`src/rtl/npc_pkg.sv`:
```
package npc_pkg;
    typedef enum logic [1:0] {
        BR_REL  = 2'b00,
        BR_IND  = 2'b01,
        BR_GRD  = 2'b10,
        BR_RSVD = 2'b11
    } br_kind_e;

    typedef enum logic [3:0] {
        CC_EQ = 4'b0000,
        CC_NE = 4'b0001,
        CC_GE = 4'b1010,
        CC_LT = 4'b1011,
        CC_GT = 4'b1100,
        CC_LE = 4'b1101,
        CC_AL = 4'b1110
    } cc_e;

    localparam int INSN_BYTES = 4;
    localparam int WORD_SHIFT = 2;
endpackage

```
`src/rtl/npc_cond_eval.sv`:
```
module npc_cond_eval
    import npc_pkg::*;
(
    input  logic [3:0] cond_i,
    input  logic       n_i,
    input  logic       z_i,
    input  logic       v_i,
    output logic       hold_o,
    output logic       bad_o
);
    logic sign_ok;
    assign sign_ok = (n_i == v_i);

    // condition decode
    always_comb begin
        hold_o = 1'b0;
        bad_o  = 1'b0;
        unique case (cond_i)
            CC_EQ:   hold_o = z_i;
            CC_NE:   hold_o = !z_i;
            CC_GE:   hold_o = sign_ok;
            CC_LT:   hold_o = !sign_ok;
            CC_GT:   hold_o = !z_i && sign_ok;
            CC_LE:   hold_o = z_i || !sign_ok;
            CC_AL:   hold_o = 1'b1;
            default: bad_o  = 1'b1;
        endcase
    end
endmodule

```
`src/rtl/npc_off_add.sv`:
```
module npc_off_add
    import npc_pkg::*;
#(
    parameter int PC_W  = 64,
    parameter int OFF_W = 26
) (
    input  logic [PC_W-1:0]  base_i,
    input  logic [OFF_W-1:0] off_i,
    output logic [PC_W-1:0]  sum_o
);
    localparam int EXT_W = PC_W - OFF_W - WORD_SHIFT;

    logic [PC_W-1:0] byte_off;
    assign byte_off = {{EXT_W{off_i[OFF_W-1]}}, off_i, {WORD_SHIFT{1'b0}}};
    assign sum_o    = base_i + byte_off;
endmodule

```
`src/rtl/npc_unit.sv`:
```
module npc_unit
    import npc_pkg::*;
#(
    parameter int PC_W  = 64,
    parameter int IMM_W = 26,
    parameter int CND_W = 19
) (
    input  logic             clk,
    input  logic             rst_n,
    input  logic [PC_W-1:0]  pc_i,
    input  logic [1:0]       kind_i,
    input  logic [IMM_W-1:0] off26_i,
    input  logic [CND_W-1:0] off19_i,
    input  logic [PC_W-1:0]  reg_val_i,
    input  logic [3:0]       cond_i,
    input  logic             flag_n_i,
    input  logic             flag_z_i,
    input  logic             flag_c_i,
    input  logic             flag_v_i,
    output logic [PC_W-1:0]  next_pc_o,
    output logic             taken_o,
    output logic             cond_err_o
);
    logic [PC_W-1:0] seq_pc, rel_pc, grd_pc;
    logic            cc_hold, cc_bad;
    logic [PC_W-1:0] nxt_pc;
    logic            nxt_taken, nxt_err;
    logic            unused_carry;

    // carry takes part in no condition
    assign unused_carry = flag_c_i;
    assign seq_pc       = pc_i + PC_W'(INSN_BYTES);

    npc_off_add #(.PC_W(PC_W), .OFF_W(IMM_W)) u_rel (
        .base_i(pc_i), .off_i(off26_i), .sum_o(rel_pc)
    );

    npc_off_add #(.PC_W(PC_W), .OFF_W(CND_W)) u_grd (
        .base_i(pc_i), .off_i(off19_i), .sum_o(grd_pc)
    );

    npc_cond_eval u_cc (
        .cond_i(cond_i), .n_i(flag_n_i), .z_i(flag_z_i), .v_i(flag_v_i),
        .hold_o(cc_hold), .bad_o(cc_bad)
    );

    // selection
    always_comb begin
        nxt_pc    = seq_pc;
        nxt_taken = 1'b0;
        nxt_err   = 1'b0;
        unique case (br_kind_e'(kind_i))
            BR_REL: begin
                nxt_pc    = rel_pc;
                nxt_taken = 1'b1;
            end
            BR_IND: begin
                nxt_pc    = reg_val_i;
                nxt_taken = 1'b1;
            end
            BR_GRD: begin
                if (cc_bad) begin
                    nxt_err = 1'b1;
                end else if (cc_hold) begin
                    nxt_pc    = grd_pc;
                    nxt_taken = 1'b1;
                end
            end
            BR_RSVD: begin
                nxt_pc = seq_pc;
            end
        endcase
    end

    // output register
    always_ff @(posedge clk) begin
        if (!rst_n) begin
            next_pc_o  <= '0;
            taken_o    <= 1'b0;
            cond_err_o <= 1'b0;
        end else begin
            next_pc_o  <= nxt_pc;
            taken_o    <= nxt_taken;
            cond_err_o <= nxt_err;
        end
    end
endmodule

```
`config.mk`:
```
export PLATFORM = sky130hd
export DESIGN_NAME = npc_unit
export DESIGN_NICKNAME = d
export VERILOG_FILES = /design/src/rtl/npc_pkg.sv /design/src/rtl/npc_cond_eval.sv /design/src/rtl/npc_off_add.sv /design/src/rtl/npc_unit.sv
export SDC_FILE = /design/constraint.sdc
export NUM_CORES = 1
export LEC_CHECK = 0
export BUFFER_PORTS_ARGS = -buffer_cell sky130_fd_sc_hd__buf_2
export CAP_MARGIN = 5
export CORE_ASPECT_RATIO = 0.9
export CORE_MARGIN = 8
export CORE_UTILIZATION = 55
export DETAILED_ROUTE_END_ITERATION = 10
export MAX_ROUTING_LAYER = met4
export PLACE_DENSITY = 0.8
export SLEW_MARGIN = 20
export SYNTH_ARGS = -nofsm -noshare
export SYNTH_HDL_FRONTEND = slang
export SYNTH_HIERARCHICAL = 1
export SYNTH_SLANG_ARGS = --single-unit
```
`constraint.sdc`:
```
create_clock -name clk -period 9.5 [get_ports clk]
set_input_delay 0.95 -clock clk [delete_from_list [all_inputs] [get_ports clk]]
set_output_delay 0.95 -clock clk [all_outputs]
set_load 0.01 [all_outputs]
```
# Word level (Yosys, flattened, before mapping)
# Cells that the tools add are included.
# Widths: inputs -> output; s select.
[classes]
reduce_logical = 9
mux = 8
n_addsub = 3
eq_ne = 10
[ops]
columns = ["op", "count"]
rows = [
  ["$pmux 64 s4", 1],
  ["$add 64x64->64", 2],
  ["$mux 64", 2],
  ["$add 64x3->64 const B", 1],
  ["$eq 4x4->1 const B", 5],
  ["$pmux 1 s7", 1],
  ["$reduce_or 7->1", 1],
  ["$eq 2x2->1 const B", 2],
  ["$eq 4x1->1 const B", 1],
  ["$logic_not 4->1", 1],
  ["$mux 1", 3],
  ["$eq 2x1->1 const B", 1],
  ["$logic_not 1->1", 2],
  ["$logic_not 2->1", 1],
  ["$pmux 1 s2", 1],
  ["$reduce_and 2->1", 1],
  ["$reduce_or 2->1", 1],
  ["$eq 1x1->1", 1],
  ["$logic_and 1x1->1", 1],
  ["$logic_or 1x1->1", 1],
]
[word_totals]
wordCells = 33
output_inout_bits = 66
ff_bits = 66
input_bits = 185

# Depth between registers and ports, before layout
[depth]
depth_word = 7
depth_mapped = 17
mapped_depth_nobuf = 17

# By module
# Netlist, hierarchy kept.
[by_module_without_submodules]
columns = ["mod", "cells_per_inst", "area_each_um2", "n_inst"]
rows = [
  ["npc_unit", 639, 4692.0, 1],
  ["npc_off_add at u_rel", 538, 3771.1, 1],
  ["npc_off_add at u_grd", 504, 3463.3, 1],
  ["npc_cond_eval", 19, 127.6, 1],
]

# Worst setup path after synthesis
# No wires, ideal clock.
[synth_path]
path_kind = "input -> register"
startpoint = "input port pc_i[2]"
endpoint = "register next_pc_o[62]"
setup_time_ns = 0.071
required_ns = 9.429
cell_stages = 16
setup_slack_ns = 5.484
t_arrival_ns = 3.945
path_cell_list = "ha_1 -> inv_1 -> fa_1 -> and2b_1 -> o2111ai_1 -> a21oi_1 -> a221o_2 -> a211o_1 -> a21o_2 -> a41oi_4 -> o31a_2 -> o41ai_1 -> xor2_1 -> nand2_1 -> a21oi_1 -> o21bai_1"
[synth_between]
elab_chain_len = 4
[synth_rtl]
columns = ["element", "line", "rtl"]
rows = [
  ["from (decl)", "npc_unit.sv:10", "input logic [PC_W-1:0] pc_i,"],
  ["$add 64x64->64", "npc_off_add.sv:15", "assign sum_o = base_i + byte_off;"],
  ["net grd_pc[62]", "npc_unit.sv:24", "logic [PC_W-1:0] seq_pc, rel_pc, grd_pc;"],
  ["$mux 64", "npc_unit.sv:64", "end else if (cc_hold) begin"],
  ["$mux 64", "npc_unit.sv:62", "if (cc_bad) begin"],
  ["$pmux 64 s4", "npc_unit.sv:52", "unique case (br_kind_e'(kind_i))"],
  ["to (signal assigned)", "npc_unit.sv:82", "next_pc_o <= nxt_pc;"],
  ["to (decl)", "npc_unit.sv:20", "output logic [PC_W-1:0] next_pc_o,"],
]
# The timed path passes the listed nets, and every way through them passes these cells.
# A chain may end at the register's enable or synchronous reset.

# Worst setup path after layout
[layout_path]
startpoint = "input port pc_i[13]"
endpoint = "register next_pc_o[40]"
[layout_rtl]
columns = ["element", "line"]
rows = [
  ["$add 64x64->64", "npc_off_add.sv:15"],
  ["net rel_pc[40]", "npc_unit.sv:24"],
  ["$pmux 64 s4", "npc_unit.sv:52"],
]
# The timed path passes the listed nets, and every way through them passes these cells.

==> metrics.txt <==
critical path arrival 4800 ps; Placed Area 0.0133 mm^2; first-pass GRT wire length 69800 um; WL/cell 21.3 um; top-count cell post-synth nand2_1; DRT iter0 DRCs 1786; Hold Crit Endpoint next_pc_o[0]$_SDFF_PN0_; RSZ-0062 raised after global routing no; sequential element share of the synthesized area 11.0%; largest net degree at the start of global routing 60; syn_area_per_cell 7.09 um^2; most instantiated cells after synthesis 187 x nand2_1, 186 x a21oi_1, 123 x ha_1, 101 x o21ai_0, 101 x xnor2_1; post-CTS sizing 0; Syn Inst Count 1700; clock input transition at the sequential cells of the worst setup and hold paths 60 ps; asr flop ratio synth 0%; CP Max Fanout 9; port buffer count 249; residual DRC count 0; TritonCTS Buffers 9; die width 172 um; initial antenna violation count 7; share of layout cells above drive strength 1 17.3%; gpl congestion 1.03; Mapped Area 0.0121 mm^2; clock buffer depth 2; Die H 156 um; Final Core Density 63.2%; final hold viol count 0; leading post-synthesis cells by cell area ha_1 13%, dfxtp_1 11%, a21oi_1 7.7%, xnor2_1 7.3%, nand2_1 5.8%; post-synth top area share 12.8%; grt ovf 0; Hold Buf Count CTS 0; Layout area overhead 13.0%; final slew viol count 0; status finished, final reports clean; # IOs 251; GR peak layer met1; postcts setup bufs 0; syn_nets 2010; CORE AREA 0.0216 mm^2; critical path class input port to register; ys flop type dfxtp_1; Via density 6.54; cell area after layout 0.0136 mm^2; Nets 2178; GR Util met3 8.44%; fin crit share 48.3%; hold path start pc_i[0]; worst slew pin tran 957 ps; static leakage 5.99 nW; Setup TNS Final 0 ps; CTS H-tree lvls 3; ANT nets after route 0; vias 14209; Initial Utilization 55.9%; Root Driver clkbuf_16; pwr dens 111 mW/mm^2; Final setup viols 0; final WL 46400 um; first-pass detailed-route iteration total 7; routing usage on met2 46.2%; Hold Path Class input port to register; Crit path required time 9710 ps; Rel. slew slack 36.2%; Period minus WS final 4590 ps; Worst setup EP type register; largest area contributor in the netlist ha_1; FP Rows 51; Max Clk Rate 218 MHz; WHS Path Cells 3; maximum capacitance violations 0; Startpoint Class input port; number of synthesized flops with an enable pin 0; Synth Warn # 6; die footprint 0.0269 mm^2; CTS Sinks 66; GR Layer Usage met1 47.4%; GRT Util Overall 33.7%; CTS tree done; post-synth cell types 93; DP Wirelength 36500 um; vias in the first global route 12772; Peak VDD IR 0.0000736 V; Yosys reg bits 66
where the power goes:
part | switching (mW) | internal [mW]
logic | 0.506 | 0.317
registers | 0.00838 | 0.303
clock network | 0.143 | 0.229
total | 0.657 | 0.849
layout make-up:
class                           instances  area [um^2]
Tap cell                              291          364
Clock buffer                           12          236
Timing Repair Buffer                  258         1310
Antenna cell                            9         22.5
Sequential cell                        66         1320
Multi-Input combinational cell       1476        10100
Fill cell                            2108         7950
Inverter                               57          214
Clock inverter                          3         65.1
state kept, by name, indices dropped and copies added (netlist names):
name / count
cond_err_o: 1
next_pc_o: 64
taken_o: 1
placed cells by master (no fill, tap or decap), types with 8 or more instances in the layout:
cell type and n:
buf_2 249, nand2_1 187, a21oi_1 186, ha_1 123, xnor2_1 101, o21ai_0 101, nor2_1 97, dfxtp_1 66
a21o_1 66, xor2_1 64, inv_1 56, nand4_1 46, nand3_1 45, a31oi_1 37, o21a_1 37, o21bai_1 33
nor3_1 28, nor2b_1 23, a211oi_1 20, and3_1 18, o21ai_1 18, nor4_1 18, o211ai_1 15, mux2i_1 14
nand2b_1 12, a221oi_1 12, o221ai_1 12, and4_1 10, diode_2 9, a311oi_1 9, clkbuf_16 9, buf_4 9
o31ai_1 8, or3_1 8
worst max-delay path, stage by stage:
cell and delay [ps]:
buf_2 130, ha_1 430, and4_1 270, a32oi_2 470, o211ai_1 180, a211oi_1 640, o31a_1 350, o2111ai_1 180
o211ai_1 260, o21ai_1 150, xor2_1 190, mux2_2 280, nand2_1 70, o31ai_1 70, nand2_1 100, o21ai_0 80
per-stage QoR:
stage               setup slack (ps)  hold slack, ps  power (mW)  cells
floorplan                       5480            1120       0.861   1700
global placement                4750            1240        1.10   2148
detailed placement              4740            1250        1.11   2148
CTS                             5090             880        1.48   2163
global route                    4720             916        1.59   2170
finish                          4910             898        1.51   2172
routing by layer:
| layer | share of wire [%] | vias to the layer above |
|---|---|---|
| met2 | 41 | 801 |
| met4 | 2.2 | 0 |
| met5 | 0 | - |
| li1 | - | 6681 |
| met1 | 45 | 6642 |
| met3 | 13 | 85 |
how the worst max path moves through the flow:
stage,from,endpoint,slack (ps),depth (start not counted)
2_1_floorplan,pc_i[2],next_pc_o[62]$_SDFF_PN0_,5480,16
3_3_place_gp,off26_i[25],next_pc_o[52]$_SDFF_PN0_,4750,15
3_5_place_dp,off26_i[25],next_pc_o[52]$_SDFF_PN0_,4740,15
4_1_cts,off26_i[25],next_pc_o[52]$_SDFF_PN0_,5090,15
5_1_grt,off19_i[18],next_pc_o[55]$_SDFF_PN0_,4720,16
6_report,pc_i[13],next_pc_o[40]$_SDFF_PN0_,4910,16
logic make-up (layout without fill, tap and decap cells):
kind of cell,Yosys count,in the layout,synth area share (%)
buffers and inverters,158,330,5.51
XOR/XNOR,166,166,12.1
AO/OA/AOI/OAI,635,635,35.0
multiplexers,19,19,1.63
other,0,9,0
flip-flops,66,66,11.0
AND/OR/NAND/NOR,531,531,21.7
adder cells (fa/ha/maj),125,125,13.1
Note: power is estimated with default switching activity, not from simulation.
